`src/rtl/subword_shuffle.sv`:
```
module subword_shuffle #(
  parameter int LANE_W = 16
) (
  input  logic                  clk,
  input  logic                  rst_n,
  input  logic                  in_valid,
  input  logic [2:0]            op,
  input  logic [4*LANE_W-1:0]   src_a,
  input  logic [4*LANE_W-1:0]   src_b,
  input  logic [7:0]            perm_ctl,
  output logic                  res_valid,
  output logic [4*LANE_W-1:0]   res_data
);
  localparam int LANES  = 4;
  localparam int SEL_W  = 2;
  localparam int WORD_W = LANES * LANE_W;
  localparam int HALF_W = WORD_W / 2;

  localparam logic [2:0] OP_MIX16_L = 3'd0;
  localparam logic [2:0] OP_MIX16_R = 3'd1;
  localparam logic [2:0] OP_MIX32_L = 3'd2;
  localparam logic [2:0] OP_MIX32_R = 3'd3;
  localparam logic [2:0] OP_PERM    = 3'd4;

  logic [LANE_W-1:0] a_l [LANES];
  logic [LANE_W-1:0] b_l [LANES];
  logic [LANE_W-1:0] p_l [LANES];
  logic [WORD_W-1:0] perm_w, nxt;

  for (genvar i = 0; i < LANES; i++) begin : g_lane
    logic [SEL_W-1:0] sel;
    assign a_l[i] = src_a[WORD_W-1-i*LANE_W -: LANE_W];
    assign b_l[i] = src_b[WORD_W-1-i*LANE_W -: LANE_W];
    assign sel    = perm_ctl[LANES*SEL_W-1-i*SEL_W -: SEL_W];
    assign p_l[i] = a_l[sel];
    assign perm_w[WORD_W-1-i*LANE_W -: LANE_W] = p_l[i];
  end

  always_comb begin
    case (op)
      OP_MIX16_L: nxt = {a_l[0], b_l[0], a_l[2], b_l[2]};
      OP_MIX16_R: nxt = {a_l[1], b_l[1], a_l[3], b_l[3]};
      OP_MIX32_L: nxt = {src_a[WORD_W-1 -: HALF_W], src_b[WORD_W-1 -: HALF_W]};
      OP_MIX32_R: nxt = {src_a[HALF_W-1:0], src_b[HALF_W-1:0]};
      OP_PERM:    nxt = perm_w;
      default:    nxt = '0;
    endcase
  end

  always_ff @(posedge clk) begin
    if (!rst_n) begin
      res_valid <= 1'b0;
      res_data  <= '0;
    end else begin
      res_valid <= in_valid;
      if (in_valid) res_data <= nxt;
    end
  end
endmodule

```
`config.mk`:
```
export PLATFORM = sky130hd
export DESIGN_NAME = subword_shuffle
export DESIGN_NICKNAME = d
export VERILOG_FILES = /design/src/rtl/subword_shuffle.sv
export SDC_FILE = /design/constraint.sdc
export NUM_CORES = 1
export LEC_CHECK = 0
export BUFFER_PORTS_ARGS = -buffer_cell sky130_fd_sc_hd__buf_4
export CORE_ASPECT_RATIO = 1.25
export CORE_MARGIN = 4
export CORE_UTILIZATION = 25
export CTS_CLUSTER_DIAMETER = 50
export DETAILED_ROUTE_END_ITERATION = 8
export GPL_ROUTABILITY_DRIVEN = 0
export SYNTH_ARGS = -nofsm -noshare
export SYNTH_HDL_FRONTEND = slang
export SYNTH_SLANG_ARGS = --single-unit
```
`constraint.sdc`:
```
create_clock -name clk -period 1.75 [get_ports clk]
set_input_delay 0.35 -clock clk [delete_from_list [all_inputs] [get_ports clk]]
set_output_delay 0.35 -clock clk [all_outputs]
set_load 0.01 [all_outputs]
```
==> results of run 1 <==
[report_power, final]
| group | internal (mW) | switching (mW) | total, mW |
|---|---|---|---|
| combinational | 0.921 | 0.859 | 1.78 |
| sequential | 1.56 | 0.0452 | 1.61 |
| clock | 1.44 | 0.777 | 2.21 |
[through the flow]
stage	cells	setup WS (ps)	hold WS [ps]
finish	1150	409	339
CTS	1150	402	334
global placement	1134	40.3	473
floorplan	624	200	518
detailed placement	1134	34.3	475
global route	1150	327	337
[worst reg2reg max path: cells and delay by family, from the launching register on]
family | cells | cell delay [ps]
simple gates | 1 | 130
compound gates | 1 | 190
flops | 1 | 330
[routing by layer]
layer	global-route usage	vias to the layer above	routed length, um
met5	0	-	0
met4	0.0861	0	1080
li1	-	2801	-
met2	0.323	328	13200
met3	0.0437	48	2140
met1	0.236	3022	10500
[area by class of cell]
class | instances | area, um2 | share of cell area
inverters | 2 | 7.51 | 0.000875
repair buffers | 257 | 2130 | 0.248
well taps | 325 | 407 | 0.0474
flip-flops and latches | 65 | 1300 | 0.152
clock buffers | 10 | 239 | 0.0279
clock inverters | 6 | 114 | 0.0133
multi-input cells | 485 | 4380 | 0.511
[registers in the layout, summed over array words and instances (netlist names)]
signal and count:
res_data 64, res_valid 1
[how the worst max path moves through the flow]
stage / startpoint / endpoint / slack [ps] / depth (start not counted)
after detailed placement: op[0] / res_data[47]$_SDFFE_PN0P_ / 30 / 4
final: op[0] / res_data[57]$_SDFFE_PN0P_ / 410 / 7
after global placement: op[0] / res_data[57]$_SDFFE_PN0P_ / 40 / 7
after CTS: op[0] / res_data[57]$_SDFFE_PN0P_ / 400 / 7
after floorplan: perm_ctl[2] / res_data[27]$_SDFFE_PN0P_ / 200 / 5
after global routing: op[1] / res_data[34]$_SDFFE_PN0P_ / 330 / 7
[placed cells by master, fill, tap and decap left out, types with 9 or more instances in the layout]
master,count
clkbuf_16,9
a211o_1,16
o221ai_1,30
mux4_1,11
nor2_1,47
nor2b_1,32
buf_4,241
o211ai_1,15
mux2_2,13
buf_12,16
mux2i_1,78
o21ai_0,20
a21oi_1,64
nand2b_1,17
o21ai_1,13
o21a_1,33
mux4_2,54
nand2_1,33
dfxtp_1,65
[logic make-up after synthesis]
logic type	synth area share
AO/OA/AOI/OAI	0.209
AND/OR/NAND/NOR	0.103
flip-flops	0.213
buffers and inverters	0.0714
multiplexers	0.403
==> summary.txt, run 1 <==
Run status
  – Status: completed

Detailed routing
  – Drt first pass iters: 7
  – WL per Instance: roughly 23 um
  – Routed Antenna Nets: 0
  – Average vias per placed instance: roughly 5.4
  – Post-Route WL: roughly 27000 um
  – Drt drc: 0
  – 1st-iter DRT viols: 458
  – DR vias: 6199

Finish
  – Share of cells above drive strength 1: 0.415
  – # fillers: about 2400
  – # diodes: 0
  – Nets: 962
  – Post-layout util: 0.359
  – Area growth syn-to-layout: 40.3%
  – Final Cell Area: about 8600 um2

Critical path
  – FF-to-FF path depth: 2
  – CP Class: in2reg
  – Reg2Reg Launch Point: res_data[49]$_SDFFE_PN0P_
  – Reg2Reg Setup Slack: 1000 ps
  – CP top delay family: buffers and inverters
  – CP endpoint kind: flip-flop
  – Cell Chain, Critical Path: buf_4, buf_12, buf_12, nor2_1, a211o_1, a21oi_1, o21a_1
  – Crit path top cell by count: buf_12
  – Crit path required time: about 2100 ps
  – Setup crit start kind: input pin
  – CP peak stage delay: between 200 and 300 ps
  – R2r endpoint: res_data[49]$_SDFFE_PN0P_
  – CP bufs+invs: 3
  – CP max stage cell: a211o_1
  – CP Max Fanout: 21
  – Worst EP arrival: between 1500 and 2000 ps

Floorplanning
  – Io pins: between 200 and 250
  – Core box area: approximately 24000 um2
  – Chip width: between 100 and 150 um
  – Starting Density: 0.256
  – Die ar.: roughly 27000 um2
  – Rows: 63
  – Chip Height: between 150 and 200 um

Min path
  – Hold Path Class: in2reg
  – Hold path endpoint: res_data[1]$_SDFFE_PN0P_
  – Hold path depth: 2
  – HP Start: rst_n

Timing
  – Hold Fails Final Rpt: 0
  – Final Cycle Share: 0.766
  – RSZ-0062 raised after global routing: false
  – Max Freq: between 700 and 800 MHz
  – Worst slew pin tran: ~390 ps
  – Fin crit period: between 1000 and 1500 ps
  – Max-slew violations: 0
  – # setup viols final: 0
  – Final Skew: 0 ps
  – Total negative setup slack: 0 ps
  – Slew HR: 0.741

Place
  – Post-DP Area: about 8200 um2
  – I/O Buffers: 206
  – Placed wire-length estimate: between 20000 and 25000 um

Synth
  – #FFs+latches synth: 65
  – Distinct cell type count after synthesis: 32
  – Share of the synthesized area in the top cell type: 0.213
  – Fraction of registers with async set/reset: 0
  – Synthesized area per cell: roughly 10 um2
  – Cell Area, Synth: 6110 um2
  – Cell with the most instances after synthesis: mux2i_1
  – Synth area leaders: dfxtp_1, mux4_2, mux2i_1
  – Synth area leader: dfxtp_1
  – Syn Nets: around 770
  – Synth top cells by count: mux2i_1, dfxtp_1, a21oi_1
  – Post-synth EDFFs: 0
  – Gate Count Post-Synth: about 620
  – Dominant synthesized flop cell: dfxtp_1
  – Ys Warns: 0
  – Register area share after synthesis: 0.213

CTS
  – Clock Latency Late Sink: 350 ps
  – Clock buffer depth: 2
  – CTS sink cnt: 65
  – Postcts setup bufs: 0
  – Root Buffer: clkbuf_16
  – CTS Buf Count: 9
  – Hold_buf cts: 0
  – Clock slew at reported path FFs: about 60 ps
  – CTS tree: done
  – H-tree depth: 3
  – Post-CTS sizing: 0

Global route
  – Antenna violations before repair: 0
  – First-pass GRT wire length: just under 40000 um
  – Gr usage total: 0.192
  – Vias in the first global route: 6164
  – Total gr overflow: 0
  – Pin count of the biggest net entering global routing: 40

Power and ir drop
  – Power Dens Cells: around 650 nW/um2
  – P_leak: ~3.6 nW
  – Overall power: 5.60 mW
  – VDD IR max: approximately 0.47 mV

Job
  – Max-capacitance violation count: 0
(Power assumes the default switching activity.)
==> run 2: changes to the inputs <==
clock period = 1.15 ns   (was 1.75 ns; I/O delays follow)
==> run 2 against run 1 <==
First-iteration DRC count shrank 15%. Count of clock-buffer cells in the layout grew 2. Routed wire length grew 0.65%. Highest routed layer unchanged. Register-to-register slack lost 590 ps. Critical endpoint is now res_data[51]$_SDFFE_PN0P_. Hold slack lost 44 ps. Via count grew 1.2%. Utilization grew 3.1 points. Final cell count grew 3.3%. Die area is the same. Non-clock buffer count grew 41. Sequential power grew 52%. Clock skew is the same.
==> summary.txt, run 2 (same netlist as run 1, synthesis figures left out) <==
Power and ir drop
  – VDD IR max: ~0.7 mV
  – Power Dens Cells: between 800 and 900 nW/um2
  – P_leak: between 3 and 4 nW

Finish
  – Biggest regs: res_data (64), res_valid (1)
  – Multi-input gate area: between 4000 and 5000 um2
  – Max reg flops: 64
  – Sequential Area: between 1000 and 1500 um2
  – Most frequent cells in the layout: buf_4, mux2i_1, dfxtp_1
  – Biggest register: res_data
  – Share of cells above drive strength 1: 0.492
  – # fillers: around 2400
  – # diodes: 0
  – Nets: around 1000
  – Area growth syn-to-layout: 52.5%
  – Commonest non-fill, non-tap cell in the layout: buf_4

Timing
  – Worst setup margin: 7.48 ps
  – Fin crit period: roughly 1100 ps
  – Final Skew: 0 ps
  – Worst slew pin tran: about 310 ps
  – Total negative setup slack: 0 ps
  – Max Freq: between 800 and 900 MHz
  – Hold Fails Final Rpt: 0
  – # setup viols final: 0
  – Final Cycle Share: 0.993
  – Max-slew violations: 0
  – Slew HR: 0.793

Critical path
  – Setup crit start kind: input pin
  – CP endpoint kind: flip-flop
  – FF-to-FF path depth: 2
  – Reg2Reg Launch Point: res_data[3]$_SDFFE_PN0P_
  – CP Class: in2reg
  – R2r endpoint: res_data[3]$_SDFFE_PN0P_
  – CP Max Fanout: 6
  – Worst EP arrival: 1420 ps
  – Setup crit end: res_data[51]$_SDFFE_PN0P_
  – CP startpoint: op[0]
  – Reg2Reg Setup Slack: about 410 ps
  – Crit path required time: between 1000 and 1500 ps

Run status
  – Status: completed

Floorplanning
  – Rows: 63
  – Chip width: 148 um
  – Io pins: a little over 200
  – Starting Density: 0.256
  – Chip Height: 183 um
  – Die ar.: between 20000 and 30000 um2
  – Core box area: about 24000 um2

Global route
  – Vias in the first global route: ~6300
  – First-pass GRT wire length: between 30000 and 40000 um
  – Total gr overflow: 0
  – Pin count of the biggest net entering global routing: 35
  – Antenna violations before repair: 0
  – Gr usage total: 0.190

CTS
  – Clock Latency Late Sink: about 340 ps
  – CTS tree: done
  – Clock slew at reported path FFs: approximately 50 ps
  – H-tree depth: 3
  – CTS Buf Count: 9
  – CTS sink cnt: 65
  – Root Buffer: clkbuf_16
  – Clock buffer depth: 2

Detailed routing
  – Drt drc: 0
  – Post-Route WL: between 20000 and 30000 um
  – Drt first pass iters: 5
  – DR vias: between 6000 and 7000
  – 1st-iter DRT viols: 390
  – Routed Antenna Nets: 0
  – WL per Instance: around 23 um
  – Average vias per placed instance: between 5 and 6

Job
  – Max-capacitance violation count: 0

Place
  – Placed wire-length estimate: 21100 um
  – Setup slack at placement: -387 ps
  – I/O Buffers: 206

Min path
  – Hold Path Class: in2reg
-- run 2: cell types whose count changed in the layout (fill, tap and decap cells not counted), sizes merged --
cell / before / now
buf: 257 / 292
clkbuf: 10 / 17
bufinv: 3 / 0
clkinvlp: 2 / 0
bufbuf: 0 / 1
clkinv: 1 / 2
inv: 2 / 1
-- run 2: how the worst min path moves through the flow --
| stage | from | slack, ps | depth (start not counted) | end |
|---|---|---|---|---|
| after floorplan | rst_n | 520 | 2 | res_data[48]$_SDFFE_PN0P_ |
| after global placement | res_data[19]$_SDFFE_PN0P_ | 470 | 2 | res_data[19]$_SDFFE_PN0P_ |
| after detailed placement | res_data[21]$_SDFFE_PN0P_ | 470 | 2 | res_data[21]$_SDFFE_PN0P_ |
| after CTS | in_valid | 280 | 2 | res_valid$_SDFF_PN0_ |
| after global routing | in_valid | 280 | 2 | res_valid$_SDFF_PN0_ |
| final | in_valid | 300 | 2 | res_valid$_SDFF_PN0_ |
-- run 2: where the power goes --
part | switching, mW | internal, mW
registers | 0.0634 | 2.38
clock network | 0.970 | 1.48
logic | 1.41 | 1.65
total | 2.44 | 5.51
-- run 2: timing repair --
| action | CTS | global route |
|---|---|---|
| cloned | 1 | 6 |
| setup buffers | 0 | 8 |
| resized for setup | 1 | 27 |
| setup endpoints to repair | 4 | 56 |
| hold buffers | 0 | 0 |
| pin swaps | 0 | 4 |
-- run 2: cell type report --
type                    count  area share
multi-input cells         485       0.492
repair buffers            298       0.297
flip-flops and latches     65       0.140
well taps                 325      0.0436
clock buffers              12      0.0264
inverters                   2    0.000805
clock inverters             1    0.000537
-- run 2: worst max-delay path: stages --
cell and delay [ps]:
buf_16 120, nor3b_4 320, buf_4 230, clkbuf_16 160, nand2_1 50, a21oi_1 170, o21a_1 130
-- run 2: routing by layer --
layer | global-route usage | vias up | share of wire
met3 | 0.0391 | 22 | 0.078
met4 | 0.0447 | 0 | 0.015
met1 | 0.217 | 3093 | 0.37
met2 | 0.361 | 272 | 0.54
met5 | 0 | - | 0
li1 | - | 2885 | -
-- run 2: per-stage QoR --
| step | hold WS (ps) | power, mW | utilization | cells | cell area, um2 |
|---|---|---|---|---|---|
| 5_1_grt | 283 | 8.33 | 0.390 | 1188 | 9320 |
| 3_3_place_gp | 473 | 5.38 | 0.365 | 1161 | 8730 |
| 6_report | 295 | 7.95 | 0.390 | 1188 | 9320 |
| 3_5_place_dp | 475 | 5.40 | 0.365 | 1161 | 8730 |
| 2_1_floorplan | 517 | 4.09 | - | 624 | 6450 |
| 4_1_cts | 276 | 7.92 | 0.378 | 1175 | 9020 |
==> run 3: changes to the inputs <==
==> constraint.sdc (replaced) <==
create_clock -name clk -period 1.15 [get_ports clk]
set_input_delay 0.23 -clock clk [delete_from_list [all_inputs] [get_ports clk]]
set_output_delay 0.23 -clock clk [all_outputs]
set_load 0.1 [all_outputs]
==> run 3 against run 2 <==
Design area rose by 8.0%. Critical path depth down 3. Largest cell class unchanged. Hold slack lost 130 ps. Sequential power up 3%. Clock power increased by 4%. Count of clock-buffer cells in the layout is the same. Via count grew 3.4%. Non-clock buffer count increased by 21. Final cell count is 1.9% higher. Global-route usage up 0.37 points.
==> summary.txt, run 3 (same netlist as run 1, synthesis figures left out) <==
Detailed routing
  – Average vias per placed instance: approximately 5.4
  – Routed Antenna Nets: 0
  – 1st-iter DRT viols: between 300 and 400
  – DR vias: 6488
  – WL per Instance: roughly 23 um
  – Post-Route WL: 28100 um
  – Drt first pass iters: 5
  – Drt drc: 0

Finish
  – Commonest non-fill, non-tap cell in the layout: buf_4
  – Final Cell Area: around 10000 um2
  – Area growth syn-to-layout: 64.7%
  – # fillers: between 2000 and 2500
  – Post-layout util: 0.422
  – Nets: roughly 1000
  – Share of cells above drive strength 1: 0.586
  – # diodes: 0
  – Biggest regs: res_data (64), res_valid (1)
  – Biggest register: res_data
  – Fin cells: 1211
  – Max reg flops: 64
  – Most frequent cells in the layout: buf_4, mux2i_1, dfxtp_2

Min path
  – HP Start: rst_n
  – Hold path endpoint: res_data[2]$_SDFFE_PN0P_
  – Hold Path Class: in2reg
  – Hold path depth: 2

Critical path
  – CP Class: in2reg
  – Cell Chain, Critical Path: buf_6, mux4_2, a221oi_4, nor2_1
  – Setup crit start kind: input pin
  – Reg2Reg Setup Slack: 380 ps
  – CP Max Fanout: 12
  – FF-to-FF path depth: 2
  – R2r endpoint: res_data[59]$_SDFFE_PN0P_
  – Reg2Reg Launch Point: res_data[59]$_SDFFE_PN0P_
  – CP bufs+invs: 1
  – CP max stage cell: mux4_2
  – CP endpoint kind: flip-flop
  – CP top delay family: multiplexers
  – Worst EP arrival: ~1400 ps
  – Crit path required time: 1370 ps
  – CP peak stage delay: 550 ps

Global route
  – Vias in the first global route: about 6400
  – Pin count of the biggest net entering global routing: 33
  – Gr usage total: 0.193
  – Total gr overflow: 0
  – Antenna violations before repair: 0
  – First-pass GRT wire length: about 39000 um

Floorplanning
  – Rows: 63
  – Chip width: 148 um
  – Core box area: roughly 24000 um2
  – Io pins: approximately 210
  – Starting Density: 0.256
  – Die ar.: 27000 um2
  – Chip Height: 183 um

Place
  – Post-DP Area: approximately 9000 um2
  – Post-placement cell count: 1175
  – Placed wire-length estimate: 21600 um
  – I/O Buffers: approximately 210

CTS
  – CTS tree: done
  – Clock slew at reported path FFs: ~60 ps
  – Clock buffer depth: 2
  – Hold_buf cts: 0
  – CTS Buf Count: 9
  – CTS sink cnt: 65
  – Clock Latency Late Sink: 340 ps
  – H-tree depth: 3
  – Root Buffer: clkbuf_16

Timing
  – Hold WS: about 170 ps
  – Max Freq: between 800 and 900 MHz
  – # setup viols final: 0
  – Slew HR: 0.770
  – Fin crit period: around 1100 ps
  – Max-slew violations: 0
  – Worst slew pin tran: about 350 ps
  – Final Cycle Share: 0.991
  – Hold Fails Final Rpt: 0
  – RSZ-0062 raised after global routing: true
  – Final Skew: 0 ps

Power and ir drop
  – VDD IR max: about 0.70 mV
  – P_leak: a little over 4 nW
  – Power Dens Cells: approximately 920 nW/um2

Job
  – Max-capacitance violation count: 0

Run status
  – Status: completed
[run 3: cell type report]
type	count	area [um2]	share of cell area
Multi-Input combinational cell	485	4590	0.456
Timing Repair Buffer	319	3410	0.339
Sequential cell	65	1390	0.138
Tap cell	325	407	0.0404
Clock buffer	12	246	0.0245
Clock inverter	3	17.5	0.00174
Inverter	2	7.51	0.000746
[run 3: metrics by stage]
step	setup WS [ps]	total power [mW]	TNS, ps
3_5_place_dp	-412	6.29	-21190
3_3_place_gp	-411	6.26	-20520
5_1_grt	-12.0	9.56	-17.9
6_report	10.1	9.23	0
2_1_floorplan	-174	4.95	-6280
4_1_cts	-12.0	9.07	-26.7
[run 3: what timing repair did]
item	in CTS	in global routing
endpoints found under the setup margin	76	67
hold endpoints to repair	0	0
resized for setup	144	62
buffers inserted	0	15
pin swaps	0	6
cloned	0	6
[run 3: worst max-delay path by stage]
stage                 from                         to  cells past startpoint
2_1_floorplan  perm_ctl[6]  res_data[61]$_SDFFE_PN0P_                      6
6_report             op[0]  res_data[47]$_SDFFE_PN0P_                      4
3_5_place_dp         op[1]   res_data[5]$_SDFFE_PN0P_                      8
3_3_place_gp   perm_ctl[0]   res_data[5]$_SDFFE_PN0P_                      6
5_1_grt              op[1]   res_data[0]$_SDFFE_PN0P_                      6
4_1_cts              op[1]  res_data[14]$_SDFFE_PN0P_                      8
[run 3: where the power goes]
part | switching (mW) | internal [mW] | total, mW
sequential | 0.116 | 2.40 | 2.52
clock | 1.06 | 1.50 | 2.56
combinational | 2.29 | 1.87 | 4.16
[run 3: metal layers]
metal / global-route usage / vias up / share of wire
li1: - / 2919 / -
met4: 0.0436 / 0 / 0.018
met2: 0.369 / 316 / 0.54
met3: 0.0413 / 35 / 0.077
met1: 0.220 / 3218 / 0.36
met5: 0 / - / 0
